<file path="src/rtl/lsm_pkg.sv">
package lsm_pkg;
  localparam int unsigned WORD_BYTES = 4;

  typedef enum logic [1:0] {
    AM_CLIMB_AFTER  = 2'd0,
    AM_CLIMB_BEFORE = 2'd1,
    AM_FALL_AFTER   = 2'd2,
    AM_FALL_BEFORE  = 2'd3
  } amode_e;

  typedef enum logic [1:0] {
    ST_IDLE = 2'd0,
    ST_XFER = 2'd1,
    ST_DONE = 2'd2
  } seq_state_e;
endpackage

</file>
<file path="src/rtl/lsm_popcount.sv">
module lsm_popcount #(
  parameter int unsigned N  = 16,
  parameter int unsigned CW = $clog2(N + 1)
) (
  input  logic [N-1:0]  vec_i,
  output logic [CW-1:0] cnt_o
);
  function automatic logic [CW-1:0] count_bits(input logic [N-1:0] v);
    logic [CW-1:0] acc;
    acc = '0;
    for (int i = 0; i < int'(N); i++) acc = acc + CW'(v[i]);
    return acc;
  endfunction

  assign cnt_o = count_bits(vec_i);
endmodule

</file>
<file path="src/rtl/lsm_pick_low.sv">
module lsm_pick_low #(
  parameter int unsigned N  = 16,
  parameter int unsigned IW = $clog2(N)
) (
  input  logic [N-1:0]  vec_i,
  output logic [IW-1:0] idx_o,
  output logic          any_o,
  output logic          last_o
);
  function automatic logic [IW-1:0] lowest_set(input logic [N-1:0] v);
    logic [IW-1:0] r;
    r = '0;
    for (int i = int'(N) - 1; i >= 0; i--) if (v[i]) r = IW'(i);
    return r;
  endfunction

  assign idx_o  = lowest_set(vec_i);
  assign any_o  = |vec_i;
  assign last_o = ($countones(vec_i) == 1);
endmodule

</file>
<file path="src/rtl/lsm_addr_plan.sv">
module lsm_addr_plan
  import lsm_pkg::*;
#(
  parameter int unsigned AW = 32,
  parameter int unsigned CW = 5
) (
  input  logic [AW-1:0] base_i,
  input  amode_e        mode_i,
  input  logic [CW-1:0] cnt_i,
  output logic [AW-1:0] first_addr_o,
  output logic [AW-1:0] end_base_o
);
  function automatic logic [AW-1:0] span_of(input logic [CW-1:0] n);
    return AW'(n) * AW'(WORD_BYTES);
  endfunction

  function automatic logic [AW-1:0] first_of(input logic [AW-1:0] b, input amode_e m,
                                             input logic [CW-1:0] n);
    case (m)
      AM_CLIMB_AFTER:  return b;
      AM_CLIMB_BEFORE: return b + AW'(WORD_BYTES);
      AM_FALL_AFTER:   return b - span_of(n) + AW'(WORD_BYTES);
      default:         return b - span_of(n);
    endcase
  endfunction

  function automatic logic [AW-1:0] end_of(input logic [AW-1:0] b, input amode_e m,
                                           input logic [CW-1:0] n);
    return m[1] ? (b - span_of(n)) : (b + span_of(n));
  endfunction

  assign first_addr_o = first_of(base_i, mode_i, cnt_i) & ~AW'(WORD_BYTES - 1);
  assign end_base_o   = end_of(base_i, mode_i, cnt_i);
endmodule

</file>
<file path="src/rtl/lsm_addr_seq.sv">
module lsm_addr_seq
  import lsm_pkg::*;
#(
  parameter int unsigned AW   = 32,
  parameter int unsigned NREG = 16,
  localparam int unsigned IW  = $clog2(NREG),
  localparam int unsigned CW  = $clog2(NREG + 1)
) (
  input  logic            clk,
  input  logic            rst_n,
  input  logic            start_i,
  input  logic [AW-1:0]   base_i,
  input  logic [NREG-1:0] reg_list_i,
  input  logic [1:0]      mode_i,
  input  logic            is_load_i,
  input  logic            wb_en_i,
  input  logic            mem_ready_i,
  output logic            mem_req_o,
  output logic            mem_we_o,
  output logic [AW-1:0]   mem_addr_o,
  output logic [IW-1:0]   reg_idx_o,
  output logic            busy_o,
  output logic            done_o,
  output logic [AW-1:0]   final_base_o,
  output logic            base_we_o
);
  seq_state_e      state_q;
  logic [NREG-1:0] mask_q;
  logic [AW-1:0]   addr_q;
  logic [AW-1:0]   end_base_q;
  logic            store_q;
  logic            wb_q;

  logic [CW-1:0]   list_cnt;
  logic [AW-1:0]   first_addr;
  logic [AW-1:0]   end_base;
  logic [IW-1:0]   cur_idx;
  logic            mask_any;
  logic            mask_last;

  // named internal events
  logic seq_accept;
  logic list_empty;
  logic xfer_fire;
  logic xfer_final;

  lsm_popcount #(.N(NREG), .CW(CW)) u_cnt (
    .vec_i(reg_list_i), .cnt_o(list_cnt)
  );

  lsm_addr_plan #(.AW(AW), .CW(CW)) u_plan (
    .base_i(base_i), .mode_i(amode_e'(mode_i)), .cnt_i(list_cnt),
    .first_addr_o(first_addr), .end_base_o(end_base)
  );

  lsm_pick_low #(.N(NREG), .IW(IW)) u_pick (
    .vec_i(mask_q), .idx_o(cur_idx), .any_o(mask_any), .last_o(mask_last)
  );

  assign seq_accept = start_i && (state_q == ST_IDLE);
  assign list_empty = (list_cnt == '0);
  assign xfer_fire  = (state_q == ST_XFER) && mem_ready_i && mask_any;
  assign xfer_final = xfer_fire && mask_last;

  always_ff @(posedge clk or negedge rst_n) begin
    if (!rst_n) begin
      state_q    <= ST_IDLE;
      mask_q     <= '0;
      addr_q     <= '0;
      end_base_q <= '0;
      store_q    <= 1'b0;
      wb_q       <= 1'b0;
    end else begin
      case (state_q)
        ST_IDLE: if (seq_accept) begin
          mask_q     <= reg_list_i;
          addr_q     <= first_addr;
          end_base_q <= end_base;
          store_q    <= !is_load_i;
          wb_q       <= wb_en_i && !list_empty;
          state_q    <= list_empty ? ST_DONE : ST_XFER;
        end
        ST_XFER: if (xfer_fire) begin
          mask_q[cur_idx] <= 1'b0;
          addr_q          <= addr_q + AW'(WORD_BYTES);
          if (xfer_final) state_q <= ST_DONE;
        end
        default: state_q <= ST_IDLE;
      endcase
    end
  end

  assign mem_req_o    = (state_q == ST_XFER);
  assign mem_we_o     = mem_req_o && store_q;
  assign mem_addr_o   = addr_q;
  assign reg_idx_o    = cur_idx;
  assign busy_o       = (state_q != ST_IDLE);
  assign done_o       = (state_q == ST_DONE);
  assign final_base_o = end_base_q;
  assign base_we_o    = done_o && wb_q;

  // a stalled request holds everything
  a_r4_hold_on_stall: assert property (@(posedge clk) disable iff (!rst_n)
    mem_req_o && !mem_ready_i |=> mem_req_o && $stable(mem_addr_o) && $stable(reg_idx_o)
                                  && $stable(mem_we_o));
  // accepted non-final word steps the address by one word
  a_r3_step_four: assert property (@(posedge clk) disable iff (!rst_n)
    xfer_fire && !xfer_final |=> mem_addr_o == $past(mem_addr_o) + AW'(WORD_BYTES));
  // register indices climb strictly
  a_r5_idx_ascend: assert property (@(posedge clk) disable iff (!rst_n)
    xfer_fire && !xfer_final |=> mem_req_o && (reg_idx_o > $past(reg_idx_o)));
  // word alignment of issued addresses
  a_r6_aligned: assert property (@(posedge clk) disable iff (!rst_n)
    mem_req_o |-> mem_addr_o[1:0] == 2'b00);
  // done is a single-cycle pulse following the final word
  a_r7_done_pulse: assert property (@(posedge clk) disable iff (!rst_n)
    done_o |=> !done_o && !busy_o);
  a_r7_done_after_last: assert property (@(posedge clk) disable iff (!rst_n)
    xfer_final |=> done_o && !mem_req_o);
  // empty list completes immediately with no writeback
  a_r9_empty_list: assert property (@(posedge clk) disable iff (!rst_n)
    seq_accept && list_empty |=> done_o && !mem_req_o && !base_we_o);
  // a strobe during a stalled transfer changes nothing
  a_r10_start_ignored: assert property (@(posedge clk) disable iff (!rst_n)
    start_i && mem_req_o && !mem_ready_i |=> mem_req_o && $stable(mem_addr_o));
  // base write only alongside done
  a_r8_we_with_done: assert property (@(posedge clk) disable iff (!rst_n)
    base_we_o |-> done_o);
endmodule

</file>
<file path="config.mk">
export PLATFORM = sky130hd
export DESIGN_NAME = lsm_addr_seq
export DESIGN_NICKNAME = d
export VERILOG_FILES = /design/src/rtl/lsm_pkg.sv /design/src/rtl/lsm_popcount.sv /design/src/rtl/lsm_pick_low.sv /design/src/rtl/lsm_addr_plan.sv /design/src/rtl/lsm_addr_seq.sv
export SDC_FILE = /design/constraint.sdc
export NUM_CORES = 1
export LEC_CHECK = 0
export ABC_AREA = 1
export BUFFER_PORTS_ARGS = -buffer_cell sky130_fd_sc_hd__buf_2
export CAP_MARGIN = 15
export CELL_PAD_IN_SITES_DETAIL_PLACEMENT = 1
export CELL_PAD_IN_SITES_GLOBAL_PLACEMENT = 2
export CORE_AREA = 3 3 173 175
export DETAILED_ROUTE_END_ITERATION = 8
export DIE_AREA = 0 0 176 178
export PLACE_DENSITY_LB_ADDON = 0.1
export SLEW_MARGIN = 40
export SYNTH_ARGS = -nofsm -noshare
export SYNTH_HDL_FRONTEND = slang
export SYNTH_SLANG_ARGS = --single-unit
</file>
<file path="constraint.sdc">
create_clock -name clk -period 6.93 [get_ports clk]
set_input_delay 0.3465 -clock clk [delete_from_list [all_inputs] [get_ports clk]]
set_output_delay 0.3465 -clock clk [all_outputs]
set_load 0.005 [all_outputs]
</file>
# Word-level counts from Yosys, hierarchy flattened
# Index checks and enable logic that the tools add are counted.
classes:
  magnitude_cmp: 2
  reduce_logical: 19
  add_sub_neg: 35
  mux: 31
  eq_ne: 8
  n_bitwise: 2
ops:
  columns: ["cell", "count"]
  rows:
  - ["$add 32x32->32", 7]
  - ["$add 32x3->32 const B", 3]
  - ["$mux 32", 3]
  - ["$pmux 32 s3", 1]
  - ["$add 5x1->5", 14]
  - ["$mux 4", 16]
  - ["$pmux 32 s2", 1]
  - ["$add 32x7->32", 1]
  - ["$eq 32x2->1 const B", 1]
  - ["$mux 16", 2]
  - ["$pmux 16 s2", 1]
  - ["$sub 32x7->32", 1]
  - ["$add 1x1->2", 9]
  - ["$and 16x16->16", 1]
  - ["$not 16->16", 1]
  - ["$reduce_or 16->1", 1]
  - ["$logic_and 1x1->1", 8]
  - ["$mux 2", 4]
  - ["$reduce_and 3->1", 2]
  - ["$logic_not 5->1", 1]
  - ["$lt 4x5->1 const B", 1]
  - ["$demux 1 s4", 1]
  - ["$eq 2x1->1 const B", 2]
  - ["$eq 2x2->1 const B", 2]
  - ["9 further kinds", 13]
totals:
  wordCells: 103
  input_bits: 56
  out_inout_bits: 73
  ff_bits: 84

# Longest topological paths before layout
# Gate-level depths: netlist of run 1.
logic_depth:
  word_depth: 24
  ltp_mapped: 36

# Hierarchy
# A second synthesis of run 1 with hierarchy kept.
hier_totals:
  hier_cells: 1735
  hier_area_um2: 10311.1
modules_own_cells:
  columns: ["mod", "area_each_um2", "instances", "cells_per_inst"]
  rows:
  - ["lsm_addr_plan", 4759.6, 1, 946]
  - ["lsm_addr_seq", 4554.4, 1, 650]
  - ["lsm_pick_low", 568.0, 1, 83]
  - ["lsm_popcount", 429.2, 1, 56]

# Least setup slack after synthesis of run 1
# OpenSTA, ideal clock, no wires.
synth_path:
  kind: "input to register"
  from: "input reg_list_i[0]"
  to: "register addr_q[22] (netlist: mem_addr_o[22])"
  cell_stages: 25
  required_ps: 6806
  setup_time_ps: 124
  arrival_time_ps: 5638
  setup_slack_ps: 1168
  path_cell_list: "ha_1 inv_1 fa_1 fa_1 fa_1 fa_1 fa_1 fa_1 inv_1 fa_1 o21ai_1 ha_1 inv_1 nor2_1 nand3_1 nor2_1 nand3_1 nor2_4 nand3_2 nor2_4 nand2_1 nand2_1 nor2_1 o21bai_1 a21oi_1"
synth_between:
  elab_chain_cells: 20
synth_lines:
  columns: ["item", "line_no", "text"]
  rows:
  - ["start, declared", "lsm_addr_seq.sv:13", "input logic [NREG-1:0] reg_list_i,"]
  - ["$add 1x1->2 *", "lsm_popcount.sv:11", "for (int i = 0; i < int'(N); i++) acc = acc + CW'(v[i]);"]
  - ["$add 5x1->5 * (14 in a row)", "lsm_popcount.sv:11", null]
  - ["$sub 32x7->32 *", "lsm_addr_plan.sv:22, lsm_addr_plan.sv:23", null]
  - ["$add 32x3->32", "lsm_addr_plan.sv:22", "AM_FALL_AFTER: return b - span_of(n) + AW'(WORD_BYTES);"]
  - ["$pmux 32 s3 *", "lsm_addr_plan.sv:19", "case (m)"]
  - ["$mux 32 *", "lsm_addr_seq.sv:75", "ST_IDLE: if (seq_accept) begin"]
  - ["$pmux 32 s2 *", "lsm_addr_seq.sv:74", "case (state_q)"]
  - ["end signal, assigned", "lsm_addr_seq.sv:77", "addr_q <= first_addr;"]
  - ["end signal, assigned", "lsm_addr_seq.sv:85", "addr_q <= addr_q + AW'(WORD_BYTES);"]
  - ["end, declared", "lsm_addr_seq.sv:29", "logic [AW-1:0] addr_q;"]
# Mark *: on every way between the ends. The rest lies on a longest branch, timed or not. The select of a mux whose other input is x is not followed.
# A chain may end at the register's enable or synchronous reset.

# Worst setup path in the final report of run 1
layout_path:
  from: "input reg_list_i[0]"
  to: "register addr_q[27] (netlist: mem_addr_o[27])"
# Same word-level chain as after synthesis.

==> results by group, run 1 <==
Die
  • DIE AREA: about 31000 um2
  • Die Ht: 178 um
  • IO Pins: 129
  • Core box area: approximately 29000 um2
  • Starting density of the core: between 30% and 40%
  • Site row count: between 60 and 70
  • Die Width: between 150 and 200 um

STA
  • Hold Fails Final Rpt: 0
  • # setup viols final: 0
  • Fmax: between 0.15 and 0.2 GHz
  • Worst-margin pin slew: just under 800 ps
  • Tmin final: about 6400 ps
  • RSZ-0062 raised after global routing: false
  • Max-slew headroom: between 40% and 50%
  • Crit share post-route: 93.0%
  • Setup ws final: 487 ps
  • Setup TNS Final: 0 ps
  • Slew Viols, Final: 0
  • Clock skew: approximately 6 ps

Clock tree
  • Clk slew on worst S/H paths: roughly 70 ps
  • CTS Buffer Depth: 2
  • CTS tree: done
  • Setup bufs post-CTS: 0
  • CTS Root Cell: clkbuf_16
  • CTS sink cnt: 82
  • H-tree level count: 3
  • Total CTS buffers: 9
  • Skew-Pair Late Insertion Delay: around 360 ps

Critical path
  • CP Depth: 30
  • Critical path peak fanout: 7
  • R2R setup slack: between 2000 and 2500 ps
  • Worst r2r dst: state_q[0]$_DFFE_PN0P_
  • Worst Setup End Kind: flip-flop
  • CP bufs+invs: 3
  • Crit path largest cell delay: around 530 ps
  • Required time worst endpoint: just over 7000 ps
  • Worst reg2reg path depth: 15
  • Setup crit start: reg_list_i[0]
  • Setup CP Type: input port to flip-flop
  • Top Family by Delay on Critical Path: adder cells
  • Worst path slowest cell: fa_1
  • End of the critical path: mem_addr_o[27]$_DFFE_PN0P_
  • Worst Path Arrival: a little under 7000 ps
  • CP startpoint kind: input port
  • R2R Path Start: mask_q[2]$_DFFE_PN0P_

Global routing
  • Vias in the first global route: ~11000
  • GR Util All Layers: 25.9%
  • First-pass GRT wire length: 63600 um
  • GRT overflow: 0
  • Largest net degree at the start of global routing: between 50 and 60
  • Initial antenna violation count: 0

Synthesis
  • Post-synth EDFFs: 0
  • Syn Inst Count: around 1600
  • Async S/R FF share, synth: between 90% and 100%
  • Cell with the most instances after synthesis: nand2_1
  • Synth area leaders: dfrtp_1, nand2_1, nand3_1
  • Yosys top cell by area: dfrtp_1
  • Area share of the leading cell type in the synthesized netlist: 21.2%
  • Ys flop type: dfrtp_1
  • Avg Inst Size Synth: 6.19 um2
  • Seq/Total Area, Yosys: approximately a fifth
  • Yosys reg bits: between 80 and 90
  • Most frequent cells after synthesis: nand2_1, inv_1, nor2_1
  • Yosys Warn Count: 0
  • Post-Synthesis Cell Area: between 9000 and 10000 um2
  • Yosys cell types: 57

Outcome
  • Status: completed

Cells and area
  • Layout Nets: approximately 1800
  • Antenna Cells: 0
  • Layout overhead on the synthesized area: 12.5%
  • Multi-input logic area: roughly 6600 um2
  • Layout cells sized above 1: a little over an eighth
  • Storage cell area: a little over 2000 um2
  • Fill count: around 3900

Power
  • Final Power: just over 5 mW
  • Worst-case vdd ir drop: 0.444 mV
  • Pleak: approximately 5.4 nW
  • Pwr dens: approximately 470 nW/um2

Flow run
  • Total of max-cap violations: 0

Route
  • Vias per inst: 5.38
  • Routed wire length: ~41000 um
  • Post-route DRC violation count: 0
  • Wire per inst: between 20 and 25 um
  • Total number of vias: ~11000
  • Final ANT Viol Nets: 0
  • 1st-pass router iterations: 5
  • 1st-iter DRT viols: approximately 570

Hold path
  • Hold Path Class: input port to flip-flop

Placed design
  • Routability Congestion: about 0.96
  • I/O Buffers: between 100 and 150
  • Place WS: 119 ps
  • DP Wirelength: 32400 um
==> flip-flops by register name (all words and copies together) (netlist names) <==
register / count
mem_addr_o: 30
wb_q: 1
store_q: 1
state_q: 2
final_base_o: 32
mask_q: 16
==> layer usage <==
metal	wire length (um)	track usage, %
met1	18600	34.5
met2	20300	45.9
met3	1320	2.79
met4	486	4.88
met5	0	0
==> worst min path at each step <==
stage                             endpoint  cells after the start       from  slack (ps)
2_1_floorplan  final_base_o[0]$_DFFE_PN0P_                      0      rst_n          50
3_3_place_gp   final_base_o[1]$_DFFE_PN0P_                      1      rst_n         280
3_5_place_dp   final_base_o[1]$_DFFE_PN0P_                      1      rst_n         280
4_1_cts                store_q$_DFFE_PN0P_                      2  is_load_i         170
5_1_grt                store_q$_DFFE_PN0P_                      2  is_load_i         190
6_report               store_q$_DFFE_PN0P_                      2  is_load_i         190
==> cells by family (layout without fill, tap and decap cells) <==
| logic type | count (synthesis) | count (layout) | synth area share, % |
|---|---|---|---|
| compound gates | 270 | 270 | 16.1 |
| fa+ha+maj | 66 | 66 | 10.3 |
| flops | 82 | 82 | 21.2 |
| xor+xnor | 29 | 29 | 2.63 |
| other cells | 1 | 2 | 0.0388 |
| simple gates | 846 | 846 | 38.7 |
| buf+inv | 268 | 354 | 11.0 |
==> power breakdown <==
group          switching (mW)  internal (mW)
combinational            2.24           1.39
sequential              0.252          0.720
clock                   0.225          0.289
total                    2.72           2.40
==> per-stage QoR <==
step,instance area (um2),std cells,hold WS (ps),utilization (%)
floorplan,9670,1563,50.9,-
CTS,10900,2033,174,38.0
global placement,10600,2017,284,36.9
detailed placement,10600,2017,283,36.9
finish,10900,2033,188,38.0
global route,10900,2033,193,38.0
==> what timing repair did <==
| item | CTS | global route |
|---|---|---|
| gates resized for setup | 0 | 0 |
| hold buffers | 1 | 0 |
| hold endpoints to repair | 25 | 0 |
==> layout by cell type (no fill, tap or decap), types with 4 or more instances in the layout <==
cell       instances
clkbuf_16          9
nand2_1          408
nand3_2            6
o211ai_1          13
inv_1            183
fa_1              23
or2_2              4
ha_1              42
dfrtp_1           82
o21ai_0           62
buf_4             13
xor2_1            24
a22oi_1           17
o21ai_1           12
inv_2             13
nor2_2            15
nor4_1             6
nand4_1           37
nand3_1          145
nor2_1           168
xnor2_1            5
nand2_2           12
a31oi_1           23
nor2_4             9
a21oi_1          116
buf_2            124
nor3_1            24
==> cell type report <==
| type | count | area share, % |
|---|---|---|
| multi-input cells | 1213 | 60.3 |
| flip-flops and latches | 82 | 18.9 |
| inverters | 200 | 6.93 |
| repair buffers | 139 | 6.80 |
| well taps | 384 | 4.42 |
| clock buffers | 11 | 2.23 |
| clock inverters | 4 | 0.483 |
Power figures use the tool's default switching activity.
==> run 2: changes to the inputs <==
PLACE_DENSITY_LB_ADDON = 0.08   (was 0.1)
==> results by group, run 2 (synthesized netlist as in run 1, its figures left out) <==
Clock tree
  • CTS tree: done
  • Skew-Pair Late Insertion Delay: roughly 370 ps
  • H-tree level count: 3
  • CTS Root Cell: clkbuf_16
  • CTS Buffer Depth: 2
  • Total CTS buffers: 9
  • CTS sink cnt: between 80 and 90
  • Setup bufs post-CTS: 0
  • Clk slew on worst S/H paths: about 70 ps

Critical path
  • Worst Path Arrival: about 6700 ps
  • Crit path largest cell delay: 530 ps
  • Worst Setup End Kind: flip-flop
  • Critical path peak fanout: 12
  • CP startpoint kind: input port
  • Required time worst endpoint: slightly above 7000 ps
  • Worst path slowest cell: fa_1
  • Setup CP Type: input port to flip-flop
  • Most used cell along the critical path: fa_1
  • R2R setup slack: roughly 2400 ps

Cells and area
  • Antenna Cells: 0
  • Non-filler instance count after layout: between 2000 and 2500
  • Layout Nets: between 1500 and 2000
  • Most common cell after layout, fill and taps aside: nand2_1
  • Fill count: between 3000 and 4000
  • Max reg flops: 32
  • Layout cells sized above 1: 13.6%
  • Layout overhead on the synthesized area: 12.5%
  • Commonest cells after routing, fill and taps aside: nand2_1, inv_1, nor2_1

Power
  • Worst-case vdd ir drop: 0.418 mV
  • Pleak: approximately 5.4 nW
  • Pwr dens: 470 nW/um2

Global routing
  • Initial antenna violation count: 1
  • GRT overflow: 0
  • First-pass GRT wire length: between 60000 and 70000 um
  • Largest net degree at the start of global routing: 57
  • GR Util All Layers: between 20% and 30%
  • Vias in the first global route: approximately 11000

Route
  • Final ANT Viol Nets: 0
  • 1st-pass router iterations: 5
  • Post-route DRC violation count: 0
  • Routed wire length: approximately 41000 um
  • Vias per inst: around 5.3
  • Wire per inst: approximately 20 um
  • 1st-iter DRT viols: ~720
  • Total number of vias: ~11000

STA
  • # setup viols final: 0
  • Slew Viols, Final: 0
  • Setup TNS Final: 0 ps
  • RSZ-0062 raised after global routing: false
  • Fmax: approximately 0.16 GHz
  • Setup ws final: around 540 ps
  • Clock skew: 7.32 ps
  • Min Hold Slack: about 170 ps
  • Worst-margin pin slew: 781 ps
  • Tmin final: about 6400 ps
  • Crit share post-route: approximately 90%
  • Hold Fails Final Rpt: 0
  • Max-slew headroom: a little under half

Die
  • IO Pins: around 130
  • Die Ht: 178 um
  • DIE AREA: around 31000 um2
  • Die Width: between 150 and 200 um
  • Core box area: around 29000 um2
  • Site row count: slightly above 60
  • Starting density of the core: 33.8%

Outcome
  • Status: completed

Placed design
  • DP Wirelength: approximately 32000 um
  • Routability Congestion: 0.969
  • Placed Cells: between 2000 and 2500
  • Place WS: around 170 ps
  • I/O Buffers: between 100 and 150

Hold path
  • Hold Path Class: input port to flip-flop

Flow run
  • Total of max-cap violations: 0
run 2: timing repair:
item / 4_1_cts / 5_1_grt
resized for setup: 0 / 0
hold buffers: 1 / 0
hold endpoints to repair: 28 / 0
run 2: metrics by stage:
| stage | cell area, um2 | total power, mW | util [%] |
|---|---|---|---|
| after floorplan | 9670 | 3.49 | - |
| after global placement | 10600 | 4.50 | 36.9 |
| after detailed placement | 10600 | 4.64 | 36.9 |
| after CTS | 10900 | 5.18 | 38.0 |
| after global routing | 10900 | 5.78 | 38.0 |
| final | 10900 | 5.11 | 38.0 |
run 2: worst paths after layout:
| path | from | end | cells past startpoint |
|---|---|---|---|
| setup / recovery | reg_list_i[0] | mem_addr_o[27]$_DFFE_PN0P_ | 29 |
| hold reg to reg | final_base_o[30]$_DFFE_PN0P_ | final_base_o[30]$_DFFE_PN0P_ | 2 |
| hold / removal | is_load_i | store_q$_DFFE_PN0P_ | 2 |
| min in group asynchronous | rst_n | final_base_o[19]$_DFFE_PN0P_ | 2 |
| setup reg to reg | mask_q[1]$_DFFE_PN0P_ | state_q[0]$_DFFE_PN0P_ | 15 |
| max in group asynchronous | rst_n | mem_addr_o[23]$_DFFE_PN0P_ | 3 |
run 2: report_power, final:
part           switching (mW)  internal [mW]
Clock                   0.230          0.281
Sequential              0.254          0.720
Combinational            2.24           1.38
run 2: cell type report:
cell class | instances | area, um2 | share of cell area [%]
Clock buffer | 12 | 236 | 2.17
Clock inverter | 4 | 52.6 | 0.483
Inverter | 200 | 753 | 6.92
Multi-Input combinational cell | 1213 | 6560 | 60.3
Sequential cell | 82 | 2050 | 18.9
Tap cell | 384 | 480 | 4.42
Timing Repair Buffer | 140 | 744 | 6.84
run 2: metal layers:
| layer | vias to the layer above | wire length, um | track usage (%) |
|---|---|---|---|
| met5 | - | 0 | 0 |
| met4 | 0 | 1120 | 8.38 |
| li1 | 5279 | - | - |
| met1 | 5328 | 18400 | 34.1 |
| met3 | 56 | 1360 | 3.04 |
| met2 | 210 | 19800 | 45.1 |
run 2: critical path, delay by kind of cell:
kind                       cells  cell delay [ps]
AOI/OAI and AO/OA              2              310
and+or+nand+nor               15             1990
buffers and inverters          3              320
adders and majority gates      8             3550
xor gates and xnor gates       1              170
==> run 3: changes to the inputs <==
CTS_BUF_LIST = sky130_fd_sc_hd__clkbuf_16   (was default)
==> results by group, run 3 (synthesized netlist as in run 1, its figures left out) <==
Outcome
  • Status: completed

Global routing
  • GR met3 Demand/Resource: 3.04%
  • Gr busiest metal: met2
  • GR Util All Layers: 26.1%
  • Vias in the first global route: roughly 11000
  • Met1 Usage GRT: 34.1%
  • Met2 global-route usage: around 45%
  • GRT overflow: 0
  • Largest net degree at the start of global routing: 57
  • Initial antenna violation count: 1
  • First-pass GRT wire length: between 60000 and 70000 um

Placed design
  • Routability Congestion: roughly 0.97
  • I/O Buffers: 126
  • DP Wirelength: 32500 um

Clock tree
  • Clk slew on worst S/H paths: roughly 70 ps
  • CTS tree: done
  • H-tree level count: 3
  • Setup bufs post-CTS: 0
  • Skew-Pair Late Insertion Delay: between 300 and 400 ps
  • Hold buffers post-CTS: 1
  • CTS sink cnt: between 80 and 90
  • Total CTS buffers: 9
  • CTS Root Cell: clkbuf_16
  • CTS Buffer Depth: 2
  • Resized Gates After CTS: 0

Critical path
  • Most used cell along the critical path: fa_1
  • Crit path largest cell delay: 530 ps
  • R2R setup slack: between 2000 and 2500 ps
  • Worst path slowest cell: fa_1
  • Worst Path Arrival: between 6000 and 7000 ps
  • CP startpoint kind: input port
  • Critical path peak fanout: 12
  • Setup CP Type: input port to flip-flop
  • Worst Setup End Kind: flip-flop
  • Required time worst endpoint: between 7000 and 8000 ps

Route
  • Final ANT Viol Nets: 0
  • Routed wire length: slightly above 40000 um
  • Post-route DRC violation count: 0
  • Total number of vias: 10900
  • Wire per inst: 20.0 um
  • 1st-pass router iterations: 5
  • Vias per inst: 5.34
  • 1st-iter DRT viols: ~720

STA
  • # setup viols final: 0
  • Worst-margin pin slew: just under 800 ps
  • Clock skew: between 7 and 8 ps
  • Slew Viols, Final: 0
  • Crit share post-route: roughly 92%
  • Fmax: 0.157 GHz
  • Max-slew headroom: a little under half
  • RSZ-0062 raised after global routing: false
  • Setup TNS Final: 0 ps
  • Hold Fails Final Rpt: 0
  • Tmin final: between 6000 and 7000 ps

Cells and area
  • Max reg flops: 32
  • Commonest cells after routing, fill and taps aside: nand2_1, inv_1, nor2_1
  • Layout cells sized above 1: 13.6%
  • Layout overhead on the synthesized area: 12.5%
  • Most common cell after layout, fill and taps aside: nand2_1
  • Fill count: ~3900
  • Storage cell area: roughly 2100 um2
  • Multi-input logic area: ~6600 um2
  • Layout Nets: approximately 1800
  • Antenna Cells: 0

Die
  • Die Ht: 178 um
  • DIE AREA: around 31000 um2
  • IO Pins: ~130
  • Starting density of the core: roughly 34%
  • Site row count: 62
  • Core box area: 28600 um2
  • Die Width: about 180 um

Power
  • Worst-case vdd ir drop: between 0.4 and 0.5 mV
  • Final Power: 5.10 mW
  • Pwr dens: around 470 nW/um2
  • Pleak: ~5.4 nW

Flow run
  • Total of max-cap violations: 0

Hold path
  • Hold Path Class: input port to flip-flop
## run 3: layer usage
metal | routed length, um | part of all wire (%) | vias to the layer above
li1 | - | - | 5281
met1 | 18400 | 45 | 5318
met2 | 19800 | 49 | 201
met3 | 1320 | 3.2 | 57
met4 | 1120 | 2.7 | 0
met5 | 0 | 0 | -
## run 3: final timing paths
check,start,to,depth (start not counted)
max,reg_list_i[0],mem_addr_o[27]$_DFFE_PN0P_,29
min,is_load_i,store_q$_DFFE_PN0P_,2
max reg2reg,mask_q[1]$_DFFE_PN0P_,state_q[0]$_DFFE_PN0P_,15
min reg2reg,final_base_o[30]$_DFFE_PN0P_,final_base_o[30]$_DFFE_PN0P_,2
max in group asynchronous,rst_n,mem_addr_o[23]$_DFFE_PN0P_,3
min in group asynchronous,rst_n,final_base_o[19]$_DFFE_PN0P_,2
## run 3: power breakdown
part	switching, mW	internal, mW	total [mW]
combinational	2.24	1.38	3.62
clock	0.230	0.277	0.507
sequential	0.254	0.720	0.974
## run 3: area by class of cell
class / instances / area share, %
multi-input combinational: 1213 / 60.3
sequential: 82 / 18.9
inverter: 200 / 6.92
timing repair buffer: 140 / 6.84
tap: 384 / 4.42
clock buffer: 9 / 2.07
clock inverter: 7 / 0.587
## run 3: per-stage QoR
stage               utilization, %  cells  instance area [um2]  hold WS (ps)  setup WS [ps]
floorplan                        -   1563                 9670          50.9           1170
global placement              36.9   2018                10600           298            313
detailed placement            36.9   2018                10600           299            174
CTS                           38.0   2035                10900           160            560
global route                  38.0   2035                10900           180            150
finish                        38.0   2035                10900           171            549
## run 3: worst max-delay path, delay by kind of cell
family                     cells  cell delay, ps
AOI/OAI and AO/OA              2             310
xor gates and xnor gates       1             170
adders and majority gates      8            3550
buffers and inverters          3             320
and+or+nand+nor               15            1980
